**src/rtl/gpio_edge_pkg.sv**
```systemverilog
package gpio_edge_pkg;

  localparam int ADDR_W = 3;

  typedef enum logic [ADDR_W-1:0] {
    SEL_RISE_EN  = 3'd0,
    SEL_FALL_EN  = 3'd1,
    SEL_RISE_FLG = 3'd2,
    SEL_FALL_FLG = 3'd3,
    SEL_ACK      = 3'd4
  } reg_sel_e;

  // rising when now high and one cycle earlier low
  function automatic logic rose(input logic now_v, input logic was_v);
    return now_v & ~was_v;
  endfunction

  function automatic logic fell(input logic now_v, input logic was_v);
    return ~now_v & was_v;
  endfunction

  // next flag value: acknowledge first, a fresh enabled edge overrides
  function automatic logic flag_next(input logic cur, input logic ack,
                                     input logic evt, input logic en);
    return (cur & ~ack) | (evt & en);
  endfunction

endpackage

```
**src/rtl/gpio_in_sync.sv**
```systemverilog
module gpio_in_sync #(
  parameter int W      = 32,
  parameter int STAGES = 2
) (
  input  logic         clk,
  input  logic         rst_n,
  input  logic [W-1:0] async_i,
  output logic [W-1:0] sync_o
);

  logic [W-1:0] stg [STAGES];

  for (genvar s = 0; s < STAGES; s++) begin : g_stage
    if (s == 0) begin : g_first
      always_ff @(posedge clk or negedge rst_n) begin
        if (!rst_n) stg[0] <= '0;
        else        stg[0] <= async_i;
      end
    end else begin : g_next
      always_ff @(posedge clk or negedge rst_n) begin
        if (!rst_n) stg[s] <= '0;
        else        stg[s] <= stg[s-1];
      end
    end
  end

  assign sync_o = stg[STAGES-1];

endmodule

```
**src/rtl/gpio_edge_track.sv**
```systemverilog
module gpio_edge_track
  import gpio_edge_pkg::*;
#(
  parameter int W = 32
) (
  input  logic         clk,
  input  logic         rst_n,
  input  logic [W-1:0] lvl_i,
  input  logic [W-1:0] rise_en_i,
  input  logic [W-1:0] fall_en_i,
  input  logic [W-1:0] ack_i,
  output logic [W-1:0] rise_evt_o,
  output logic [W-1:0] fall_evt_o,
  output logic [W-1:0] rise_flg_o,
  output logic [W-1:0] fall_flg_o
);

  logic [W-1:0] lvl_prev;

  always_ff @(posedge clk or negedge rst_n) begin
    if (!rst_n) lvl_prev <= '0;
    else        lvl_prev <= lvl_i;
  end

  for (genvar i = 0; i < W; i++) begin : g_pin
    assign rise_evt_o[i] = rose(lvl_i[i], lvl_prev[i]);
    assign fall_evt_o[i] = fell(lvl_i[i], lvl_prev[i]);

    always_ff @(posedge clk or negedge rst_n) begin
      if (!rst_n) begin
        rise_flg_o[i] <= 1'b0;
        fall_flg_o[i] <= 1'b0;
      end else begin
        rise_flg_o[i] <= flag_next(rise_flg_o[i], ack_i[i], rise_evt_o[i], rise_en_i[i]);
        fall_flg_o[i] <= flag_next(fall_flg_o[i], ack_i[i], fall_evt_o[i], fall_en_i[i]);
      end
    end
  end

endmodule

```
**src/rtl/gpio_edge_regs.sv**
```systemverilog
module gpio_edge_regs
  import gpio_edge_pkg::*;
#(
  parameter int W = 32
) (
  input  logic              clk,
  input  logic              rst_n,
  input  logic [ADDR_W-1:0] addr_i,
  input  logic              wr_i,
  input  logic [W-1:0]      wdata_i,
  input  logic [W-1:0]      rise_flg_i,
  input  logic [W-1:0]      fall_flg_i,
  output logic [W-1:0]      rdata_o,
  output logic [W-1:0]      rise_en_o,
  output logic [W-1:0]      fall_en_o,
  output logic [W-1:0]      ack_o
);

  reg_sel_e sel;
  assign sel = reg_sel_e'(addr_i);

  always_ff @(posedge clk or negedge rst_n) begin
    if (!rst_n) begin
      rise_en_o <= '0;
      fall_en_o <= '0;
    end else if (wr_i) begin
      if (sel == SEL_RISE_EN) rise_en_o <= wdata_i;
      if (sel == SEL_FALL_EN) fall_en_o <= wdata_i;
    end
  end

  assign ack_o = (wr_i && sel == SEL_ACK) ? wdata_i : '0;

  always_comb begin
    case (sel)
      SEL_RISE_EN:  rdata_o = rise_en_o;
      SEL_FALL_EN:  rdata_o = fall_en_o;
      SEL_RISE_FLG: rdata_o = rise_flg_i;
      SEL_FALL_FLG: rdata_o = fall_flg_i;
      default:      rdata_o = '0;
    endcase
  end

endmodule

```
**src/rtl/gpio_edge_irq.sv**
```systemverilog
module gpio_edge_irq
  import gpio_edge_pkg::*;
#(
  parameter int PINS        = 32,
  parameter int SYNC_STAGES = 2
) (
  input  logic              clk,
  input  logic              rst_n,
  input  logic [PINS-1:0]   pins_i,
  input  logic [ADDR_W-1:0] addr_i,
  input  logic              wr_i,
  input  logic [PINS-1:0]   wdata_i,
  output logic [PINS-1:0]   rdata_o,
  output logic              irq_o
);

  logic [PINS-1:0] lvl;
  logic [PINS-1:0] rise_evt, fall_evt;
  logic [PINS-1:0] rise_flg, fall_flg;
  logic [PINS-1:0] rise_en, fall_en;
  logic [PINS-1:0] ack;

  gpio_in_sync #(.W(PINS), .STAGES(SYNC_STAGES)) u_sync (
    .clk     (clk),
    .rst_n   (rst_n),
    .async_i (pins_i),
    .sync_o  (lvl)
  );

  gpio_edge_track #(.W(PINS)) u_track (
    .clk        (clk),
    .rst_n      (rst_n),
    .lvl_i      (lvl),
    .rise_en_i  (rise_en),
    .fall_en_i  (fall_en),
    .ack_i      (ack),
    .rise_evt_o (rise_evt),
    .fall_evt_o (fall_evt),
    .rise_flg_o (rise_flg),
    .fall_flg_o (fall_flg)
  );

  gpio_edge_regs #(.W(PINS)) u_regs (
    .clk        (clk),
    .rst_n      (rst_n),
    .addr_i     (addr_i),
    .wr_i       (wr_i),
    .wdata_i    (wdata_i),
    .rise_flg_i (rise_flg),
    .fall_flg_i (fall_flg),
    .rdata_o    (rdata_o),
    .rise_en_o  (rise_en),
    .fall_en_o  (fall_en),
    .ack_o      (ack)
  );

  always_ff @(posedge clk or negedge rst_n) begin
    if (!rst_n) irq_o <= 1'b0;
    else        irq_o <= |(rise_flg | fall_flg);
  end

endmodule

```
**config.mk**
```make
export PLATFORM = sky130hd
export DESIGN_NAME = gpio_edge_irq
export DESIGN_NICKNAME = d
export VERILOG_FILES = /design/src/rtl/gpio_edge_pkg.sv /design/src/rtl/gpio_in_sync.sv /design/src/rtl/gpio_edge_track.sv /design/src/rtl/gpio_edge_regs.sv /design/src/rtl/gpio_edge_irq.sv
export SDC_FILE = /design/constraint.sdc
export NUM_CORES = 1
export LEC_CHECK = 0
export BUFFER_PORTS_ARGS = -buffer_cell sky130_fd_sc_hd__buf_2
export CAP_MARGIN = 20
export CORE_MARGIN = 2
export CORE_UTILIZATION = 55
export CTS_BUF_LIST = sky130_fd_sc_hd__clkbuf_8 sky130_fd_sc_hd__clkbuf_16
export DETAILED_ROUTE_END_ITERATION = 6
export PLACE_DENSITY = 0.78
export SYNTH_ARGS = -nofsm -noshare
export SYNTH_HDL_FRONTEND = slang
export SYNTH_SLANG_ARGS = --single-unit
```
**constraint.sdc**
```tcl
create_clock -name clk -period 2 [get_ports clk]
set_input_delay 0.2 -clock clk [delete_from_list [all_inputs] [get_ports clk]]
set_output_delay 0.2 -clock clk [all_outputs]
set_load 0.005 [all_outputs]
```
==> Yosys cells after proc, flatten, opt, wreduce, memory -nomap -nowiden <==
Index checks and enable logic that the tools add are counted.
{ "op_classes": {"bitwise": 353, "mux": 2, "n_lt_le_gt_ge": 0, "addsub": 0, "n_div": 0, "n_shift": 0, "n_reduce_logical": 5, "multipliers": 0, "n_eq_ne": 4} }
{ "ops": {"columns": ["cell", "n"], "rows": [
  ["1-bit AND", 192],
  ["32-bit case mux with 4 select lines", 1],
  ["1-bit inverter", 96],
  ["1-bit bitwise OR", 64],
  ["32-bit two-way mux", 1],
  ["32-bit bitwise OR", 1],
  ["32-bit OR reduction", 1],
  ["3-bit by 2-bit == test with 1-bit output, second input constant", 2],
  ["2-bit AND reduction", 2],
  ["3-bit by 1-bit == test with 1-bit output, second input constant", 1],
  ["3-bit == test, second input constant", 1],
  ["3-bit zero test", 1],
  ["1-bit logical AND", 1]
]} }
{ "totals": {"mem_bits_rw": 0, "romBits": 0, "latchBits": 0, "wordCells": 434, "regBits": 225, "n_memories": 0} }

==> Depth between registers and ports, before layout <==
Gate-level depths: netlist of the first run.
{ "depth": {"depth_word": 6, "depth_mapped": 5} }

==> Hierarchy <==
Synthesis of the first run repeated with hierarchy kept, for this count alone.
{ "hier_totals": {"cells_unflattened": 659, "area_unflattened_um2": 9584.2} }
{ "by_module_without_submodules": {"columns": ["module", "n_inst", "cells_each", "area_per_inst_um2"], "rows": [
  ["gpio_edge_track", 1, 256, 3990.1],
  ["gpio_edge_regs", 1, 285, 3588.4],
  ["gpio_in_sync", 1, 96, 1841.8],
  ["gpio_edge_irq", 1, 22, 163.9]
]} }

==> Worst setup path before layout of the first run <==
No wires, ideal clock.
{ "synth_path": {"path_kind": "input port to flip-flop", "startpoint": "input port addr_i[1]", "endpoint": "register u_regs.rise_en_o[10]", "stages": 5, "n_path_buf": 2, "t_required_ns": 1.875, "arrival_ns": 1.259, "setup_time_ns": 0.125, "setup_slack_ns": 0.617, "cell_sequence": "nor3_2 and2_1 clkbuf_2 buf_4 mux2_2"} }
{ "synth_via": {"elab_chain_cells": 2} }
{ "synth_rtl": {"columns": ["element", "line", "source"], "rows": [
  ["start, declared", "gpio_edge_irq.sv:10", "input logic [ADDR_W-1:0] addr_i,"],
  ["3-bit zero test", "gpio_edge_regs.sv:27", "if (sel == SEL_RISE_EN) rise_en_o <= wdata_i;"],
  ["2-bit AND reduction (no line)", null, null],
  ["end signal, assigned", "gpio_edge_regs.sv:27", null],
  ["end, declared", "gpio_edge_regs.sv:14", "output logic [W-1:0] rise_en_o,"]
]} }
Every way passes these cells.
A chain may end at the register's enable or synchronous reset.

==> Worst setup path in the final report of the first run <==
{ "layout_path": {"startpoint": "register u_track.rise_flg_o[29]", "endpoint": "register irq_o"} }
{ "layout_via": {"elab_chain_cells": 2} }
{ "layout_rtl": {"columns": ["element", "line", "source"], "rows": [
  ["start, declared", "gpio_edge_track.sv:14", "output logic [W-1:0] rise_flg_o,"],
  ["start signal, assigned by index", "gpio_edge_track.sv:34", "rise_flg_o[i] <= flag_next(rise_flg_o[i], ack_i[i], rise_evt_o[i], rise_en_i[i]);"],
  ["32-bit bitwise OR", "gpio_edge_irq.sv:59", "else irq_o <= |(rise_flg | fall_flg);"],
  ["32-bit OR reduction", "gpio_edge_irq.sv:59", null],
  ["end signal, assigned", "gpio_edge_irq.sv:59", null],
  ["end, declared", "gpio_edge_irq.sv:14", "output logic irq_o"]
]} }
Every way passes these cells.

==> out/results.txt, run 1 <==
Synth cell count leaders = dfrtp_1, nand2_1, a22oi_1
Critical path endpoint category = flop
Final instance area = 10500 sq um
Core box area = 14600 sq um
Post-Synth Simple-Gate Area = 0.0673
# resized after CTS = 0
FP Rows = 44
Placed insts = 871
Clk buf depth = 3
Synth Register Bits = 225
CP max FO = 3
Slew headroom = 0.618
Die area = 16000 sq um
Most common cell in the netlist = dfrtp_1
Layout cell share with drive strength beyond 1 = 0.268
Status = completed
H-tree levels = 1
Hold Buf Count CTS = 65
Post-synth top area cell = dfrtp_1
Worst path required time = 2.37 ns
Vias/cell = 6.03
Area Overhead vs Synth = 27.6%
Fmax = 563 MHz
Final cycle utilization of the critical path = 0.888
Critical Path AT = 2.15 ns
RSZ-0062 raised after global routing = no
Worst Skew = 0.0111 ns
Antenna Nets Post-Route = 0
Largest family of logic cells by synthesized area = compound AO/OA/AOI/OAI gates
CP Class = flop to flop
Fraction of registers with async set/reset = 1.00
Initial Util = 0.564
Clk root buf = clkbuf_16
Tightest Pin Transition = 0.567 ns
# DRC = 0
Fillers = 895
# setup viols final = 0
Vias post-DR = 5886
Cts bufs inserted = 23
Final hold slack = 0.220 ns
Slew Limit Fails = 0
Min-delay worst type = input port to async pin
Placed inst area = 9080 sq um
Post-synth EDFFs = 0
Adder-Cell Fraction of Synth Area = 0
CTS tree = yes
Critical Path Start Type = flop
1st-pass router iterations = 5
Vias in the first global route = 6295
Grt ovf = 0
Die Height = 126 microns
Predominant post-synthesis flop cell = dfrtp_1
Iter 0 DRT Violations = 587
XOR/XNOR Fraction of Synth Area = 0
Final wirelength = 20.0 mm
Synthesized area = 8230 sq um
PwrDens = 1090 nW/um^2
Post-Layout Cell Count = 976
Clk Latency, worst-skew pair = 0.50 ns
Design Power = 11.4 mW
Area contributors post-synth = dfrtp_1, mux2_2, a22oi_1, nand2_1, a32o_1
# diodes = 0
Wirelength per Cell = 20.5 microns
DP HPWL = 11.7 mm
Final net count = 847
Global-route wire length before repair = 32.2 mm
Synth Warn # = 0
Synthesized net count = 668
Static leakage = 4.71 nW
Compound-Gate Fraction of Synth Area = 0.131
I/O pin count = 103
VDD IR max = 0.804 mV
Max_cap viols = 0
IO buf count = 102
GP Congestion = 0.793
Syn_area_per_cell = 13.8 sq um
Post-synthesis mux area share = 0.0876
Worst R2R Setup Slack = 0.22 ns
Cell depth of the worst flop-to-flop path = 3
Initial antenna violation count = 0
Cell variety after synth = 21
Minimum clock period = 1.78 ns
Setup TNS = 0 ns
Post-CTS setup buffers = 0
Gr usage total = 0.254
CTS sink count = 225
Hold Vio Cnt, Final = 0
Worst-path clk slew = 0.06 ns
Die Width = 126 microns
Cells after Synth = 598
Yosys top cell area share = 0.684
Seq/Total Area, Yosys = 0.684
Largest net degree at the start of global routing = 60
-- final cells by class --
cell class	count	area [sq um]	share of cell area
Clock inverter	10	98.8	0.00941
Sequential cell	225	5630	0.536
Timing Repair Buffer	179	1360	0.130
Inverter	32	120	0.0114
Clock buffer	30	672	0.0640
Multi-Input combinational cell	316	2390	0.228
Tap cell	184	230	0.0219
-- metal layers --
metal,wire length (microns),track usage
met5,0,0
met1,8150,0.338
met2,9990,0.428
met4,559,0.0905
met3,1300,0.0430
-- power breakdown --
| group | switching (mW) | internal, mW | total, mW |
|---|---|---|---|
| clock network | 1.68 | 2.60 | 4.28 |
| logic | 0.561 | 0.748 | 1.31 |
| registers | 0.591 | 5.24 | 5.83 |
-- per-stage QoR --
step	util	worst slack, ns
floorplan	-	0.617
global placement	0.623	0.287
detailed placement	0.623	0.254
CTS	0.720	0.243
global route	0.720	0.197
finish	0.720	0.224
-- layout by cell type (no fill, tap or decap), types with 2 or more instances in the layout --
cell type	count
o2bb2ai_1	32
mux2_1	8
dlygate4sd3_1	65
clkbuf_16	23
bufinv_16	2
buf_2	101
nor4_1	16
buf_12	8
inv_1	36
and2_2	2
nand4_1	4
buf_4	4
a32o_1	32
nand2_1	96
clkbuf_8	7
clkinv_2	3
mux2_2	56
a22oi_1	64
dfrtp_1	225
-- flip-flops by register name (all words and copies together) (netlist names) --
signal,cells
u_regs.fall_en_o,32
u_regs.rise_en_o,32
u_sync.stg,32
u_sync.sync_o,32
u_track.fall_flg_o,32
u_track.lvl_prev,32
u_track.rise_flg_o,32
irq_o,1
-- path summary, 6_finish.rpt --
path,startpoint,to
worst max-delay path,u_track.rise_flg_o[29],irq_o
worst min-delay path,rst_n,u_sync.sync_o[25]
worst max register to register,u_track.rise_flg_o[29],irq_o
worst min register to register,u_sync.stg[53],u_sync.sync_o[21]
max in group asynchronous,rst_n,u_track.fall_flg_o[13]
min in group clk,pins_i[15],u_sync.stg[47]
-- kinds of logic (layout without fill, tap and decap cells) --
logic type | count (synthesis) | after routing
compound gates | 128 | 128
buf+inv | 57 | 251
flops | 225 | 225
mux | 64 | 64
simple gates | 124 | 124
-- worst max-delay path, stage by stage (launching register included) --
cell and delay [ns]:
dfrtp_1 0.40, nor4_1 0.54, nand4_1 0.15, or4_1 0.55
(Power assumes the default switching activity.)
==> run 2: changes to the inputs <==
--- a/config.mk
+++ b/config.mk
@@ -5,6 +5,7 @@
 export SDC_FILE = /design/constraint.sdc
 export NUM_CORES = 1
 export LEC_CHECK = 0
+export ABC_AREA = 1
 export BUFFER_PORTS_ARGS = -buffer_cell sky130_fd_sc_hd__buf_2
 export CAP_MARGIN = 20
 export CORE_MARGIN = 2
==> run 2 against run 1 <==
Net effect: via count up 13%; sequential power down 1%; register-to-register slack gained 0.68 ns; critical endpoint is now rdata_o[29]; flip-flop and latch count unchanged; critical path type is now input port to primary output; largest cell class unchanged; wire length is 1.5% lower.
==> out/results.txt, run 2 <==
Global-route wire length before repair = 32.6 mm
Grt ovf = 0
Vias post-DR = 6664
Syn_area_per_cell = 10.0 sq um
Most common cell in the netlist = nand2_1
Synth cell count leaders = nand2_1, dfrtp_1, o21ai_0
VDD IR max = 0.769 mV
Slew Limit Fails = 0
H-tree levels = 1
Minimum clock period = 1.80 ns
Area contributors post-synth = dfrtp_1, nand2_1, o21ai_0, o21ai_1, nand3b_1
Critical path endpoint category = primary output
Max_cap viols = 0
Setup TNS = 0 ns
FP Rows = 45
Gr usage total = 0.250
Status = completed
Die area = 16400 sq um
Worst Skew = 0.00913 ns
Yosys top cell area share = 0.665
Placed inst area = 9280 sq um
Worst path required time = 1.80 ns
Post-CTS setup buffers = 0
Post-Layout Cell Count = 1216
Largest net degree at the start of global routing = 60
Vias in the first global route = 6651
GP Congestion = 0.856
Most common cell after layout, fill and taps aside = nand2_1
Clk root buf = clkbuf_16
Iter 0 DRT Violations = 639
CTS sink count = 225
Area Overhead vs Synth = 25.9%
Vias/cell = 5.48
Worst-path clk slew = 0.06 ns
Critical Path AT = 1.60 ns
# DRC = 0
Final wirelength = 19.7 mm
PwrDens = 1090 nW/um^2
1st-pass router iterations = 5
RSZ-0062 raised after global routing = no
Die Width = 128 microns
Critical Path Start Type = input port
Clk buf depth = 3
Predominant post-synthesis flop cell = dfrtp_1
Final net count = 1081
Antenna Nets Post-Route = 0
CP max FO = 19
DP HPWL = 12.3 mm
Wirelength per Cell = 16.2 microns
Clk Latency, worst-skew pair = 0.51 ns
Post-synth EDFFs = 0
Synthesized net count = 914
Layout cell share with drive strength beyond 1 = 0.162
# resized after CTS = 0
Most frequent cells in the layout = nand2_1, dfrtp_1, buf_2
IO buf count = 102
I/O pin count = 103
CP Class = input port to primary output
Min-delay worst type = input port to flop
Final cycle utilization of the critical path = 0.901
CTS tree = yes
Hold Vio Cnt, Final = 0
Final instance area = 10700 sq um
Post-synth top area cell = dfrtp_1
Initial antenna violation count = 0
Fraction of registers with async set/reset = 1.00
Cts bufs inserted = 23
# setup viols final = 0
Placed insts = 1120
# diodes = 0
Core box area = 15100 sq um
Fmax = 555 MHz
Cell variety after synth = 17
Die Height = 128 microns
Tightest Pin Transition = 0.495 ns
Seq/Total Area, Yosys = 0.665
Synth Warn # = 0
Static leakage = 4.84 nW
Cells after Synth = 844
Synth Register Bits = 225
Synthesized area = 8460 sq um
Initial Util = 0.559
Slew headroom = 0.670
-- run 2: changes by cell type after synthesis, sizes merged, moves of 28 or more --
cell / before / now
nand3: 0 / 33
mux2: 64 / 0
a22oi: 64 / 0
nand4: 4 / 32
o21ai: 0 / 160
a32o: 32 / 0
o2bb2ai: 32 / 0
nand3b: 0 / 32
nand2: 96 / 248
nor2: 0 / 45
-- run 2: per-layer routing --
layer  GRT usage  up-vias  wire length (microns)  part of all wire
met5           0        -                      0                 0
met4      0.0924        0                    529             0.027
met3      0.0396       46                   1120             0.057
met2       0.398      223                   9370              0.48
met1       0.354     3256                   8700              0.44
li1            -     3139                      -                 -
-- run 2: final timing paths --
check,slack (ns),depth (start not counted),end,startpoint
max reg2reg,0.90,6,irq_o,u_track.fall_flg_o[9]
max in group asynchronous,1.11,3,u_track.rise_flg_o[9],rst_n
max,0.20,8,rdata_o[29],addr_i[1]
min in group asynchronous,0.22,2,u_track.fall_flg_o[4],rst_n
min,0.008,3,u_regs.rise_en_o[17],wdata_i[17]
min reg2reg,0.34,0,u_sync.sync_o[5],u_sync.stg[37]
-- run 2: repair_timing --
item	in CTS	in global routing
hold buffers	54	0
endpoints found under the setup margin	0	0
hold endpoints to repair	122	0
-- run 2: cell type report --
| type | instances | area (sq um) |
|---|---|---|
| Clock buffer | 28 | 644 |
| Clock inverter | 14 | 195 |
| Fill cell | 1070 | 4490 |
| Inverter | 33 | 124 |
| Multi-Input combinational cell | 552 | 2550 |
| Sequential cell | 225 | 5630 |
| Tap cell | 188 | 235 |
| Timing Repair Buffer | 176 | 1270 |
-- run 2: logic make-up after synthesis --
kind of cell / Yosys count / synth area share
AOI/OAI and AO/OA: 160 / 0.0946
buffers and inverters: 67 / 0.0337
DFF: 225 / 0.665
and+or+nand+nor: 392 / 0.207
-- run 2: worst max-delay path, cell delays in order --
cell	delay [ns]
buf_2	0.30
buf_4	0.23
nand2_1	0.07
nor2_2	0.09
buf_4	0.28
nand2_1	0.15
nand4_1	0.14
buf_2	0.13
-- run 2: power by group --
group	internal (mW)	switching, mW	leakage (nW)
clock	2.93	1.72	0.429
combinational	0.568	0.688	1.81
sequential	5.22	0.535	2.60
-- run 2: metrics by stage --
| step | total power [mW] | setup WS [ns] | util | hold slack [ns] |
|---|---|---|---|---|
| 2_1_floorplan | 6.37 | 0.836 | - | -0.0956 |
| 3_3_place_gp | 6.92 | 0.305 | 0.612 | 0.165 |
| 3_5_place_dp | 6.98 | 0.278 | 0.612 | 0.167 |
| 4_1_cts | 11.7 | 0.264 | 0.704 | 0.00343 |
| 5_1_grt | 12.2 | 0.105 | 0.704 | 0.00427 |
| 6_report | 11.7 | 0.198 | 0.704 | 0.00847 |
==> run 3: changes to the inputs <==
--- a/config.mk
+++ b/config.mk
@@ -12,7 +12,8 @@
 export CORE_UTILIZATION = 55
 export CTS_BUF_LIST = sky130_fd_sc_hd__clkbuf_8 sky130_fd_sc_hd__clkbuf_16
 export DETAILED_ROUTE_END_ITERATION = 6
-export PLACE_DENSITY = 0.78
+export GPL_ROUTABILITY_DRIVEN = 0
+export PLACE_DENSITY = 0.76
 export SYNTH_ARGS = -nofsm -noshare
 export SYNTH_HDL_FRONTEND = slang
 export SYNTH_SLANG_ARGS = --single-unit
==> run 3 against run 2 <==
Net effect: wire length down 3.7%; cell count down 0.66%; highest routed layer unchanged; count of clock-buffer cells in the layout shrank 1; via count is 2.0% lower; setup slack better by 0.27 ns.
==> out/results.txt, run 3 (synthesis gave the netlist of run 2 again) <==
FF/Latch Area = 5630 sq um
CP max FO = 18
H-tree levels = 1
Slew Limit Fails = 0
Clk Latency, worst-skew pair = 0.50 ns
Worst Skew = 0.00500 ns
Critical Path Max Stage Delay = 0.30 ns
Cts bufs inserted = 23
Vias/cell = 5.41
Max_cap viols = 0
Setup TNS = 0 ns
Critical-path top delay cell = buf_4
# setup viols final = 0
Final wirelength = 19.0 mm
RSZ-0062 raised after global routing = no
Die area = 16400 sq um
1st-pass router iterations = 5
Die Height = 128 microns
Die Width = 128 microns
I/O pin count = 103
Post-CTS setup buffers = 0
Clk buf depth = 3
IO buf count = 102
Iter 0 DRT Violations = 470
Min-delay worst type = input port to flop
Tightest Pin Transition = 0.505 ns
Critical path endpoint category = primary output
PwrDens = 1120 nW/um^2
Final net count = 1074
# DRC = 0
CP top delay family = buffers and inverters
Grt ovf = 0
Minimum clock period = 1.53 ns
Fmax = 653 MHz
Wirelength per Cell = 15.7 microns
Multi-input logic area = 2550 sq um
Gr usage total = 0.241
Worst-path clk slew = 0.06 ns
Hold Buf Count CTS = 46
VDD IR max = 0.814 mV
Vias in the first global route = 6227
Initial antenna violation count = 0
Slew headroom = 0.663
Most frequent cells in the layout = nand2_1, dfrtp_1, buf_2
CTS tree = yes
Final cycle utilization of the critical path = 0.766
Initial Util = 0.559
Global-route wire length before repair = 31.4 mm
Critical Path AT = 1.33 ns
Layout cell share with drive strength beyond 1 = 0.166
Largest net degree at the start of global routing = 68
Static leakage = 4.81 nW
# diodes = 0
Worst path required time = 1.80 ns
Fillers = 1107
Worst path cell trace = buf_2 > nor3_4 > buf_4 > nand2_1 > nand4_1 > buf_2
Clk root buf = clkbuf_16
FP Rows = 45
Hold Vio Cnt, Final = 0
CTS sink count = 225
# resized after CTS = 0
CP Class = input port to primary output
Area Overhead vs Synth = 25.3%
DP HPWL = 12.2 mm
Status = completed
Worst Path Buf+Inv = 3
Final hold slack = 0.00540 ns
Core box area = 15100 sq um
Most used cell, CP = buf_2
Most common cell after layout, fill and taps aside = nand2_1
Antenna Nets Post-Route = 0
Critical Path Start Type = input port
Vias post-DR = 6534
==> run 3: worst register-to-register path: cells and delay by family, from the launching register on <==
family        cells  cell delay [ns]
flops             1             0.39
simple gates      6             0.66
==> run 3: worst paths after layout <==
check                                       start                      to  slack, ns  depth (start not counted)
setup / recovery                        addr_i[1]              rdata_o[3]       0.47                          6
max in group asynchronous                   rst_n  u_track.rise_flg_o[30]       1.10                          3
hold / removal                         wdata_i[7]     u_regs.rise_en_o[7]      0.005                          3
hold reg to reg                    u_sync.stg[34]        u_sync.sync_o[2]       0.34                          0
min in group asynchronous                   rst_n     u_regs.rise_en_o[9]       0.24                          2
setup reg to reg           u_track.rise_flg_o[10]                   irq_o       0.84                          6
==> run 3: metal layers <==
layer  wire length [microns]  track usage  up-vias
met4                     488       0.0756        0
li1                        -            -     3130
met3                     943       0.0376       45
met1                    8800        0.355     3176
met5                       0            0        -
met2                    8740        0.374      183
==> run 3: cell type report <==
| type | instances | share of cell area |
|---|---|---|
| timing repair buffer | 169 | 0.112 |
| sequential | 225 | 0.531 |
| multi-input combinational | 552 | 0.241 |
| clock buffer | 27 | 0.0594 |
| tap | 188 | 0.0222 |
| inverter | 33 | 0.0117 |
| clock inverter | 14 | 0.0232 |
==> run 3: stage by stage <==
step	total power [mW]	setup slack (ns)	utilization	area (sq um)	cells
5_1_grt	12.4	0.417	0.700	10600	1208
2_1_floorplan	6.37	0.836	-	8460	844
3_3_place_gp	6.92	0.521	0.612	9270	1121
6_report	11.8	0.468	0.700	10600	1208
4_1_cts	11.9	0.475	0.700	10600	1208
3_5_place_dp	6.98	0.495	0.612	9270	1121
==> run 3: report_power, final <==
part	switching [mW]	leakage [nW]	internal [mW]	total, mW
Clock	1.70	0.435	3.14	4.85
Sequential	0.529	2.60	5.22	5.75
Combinational	0.675	1.78	0.555	1.23
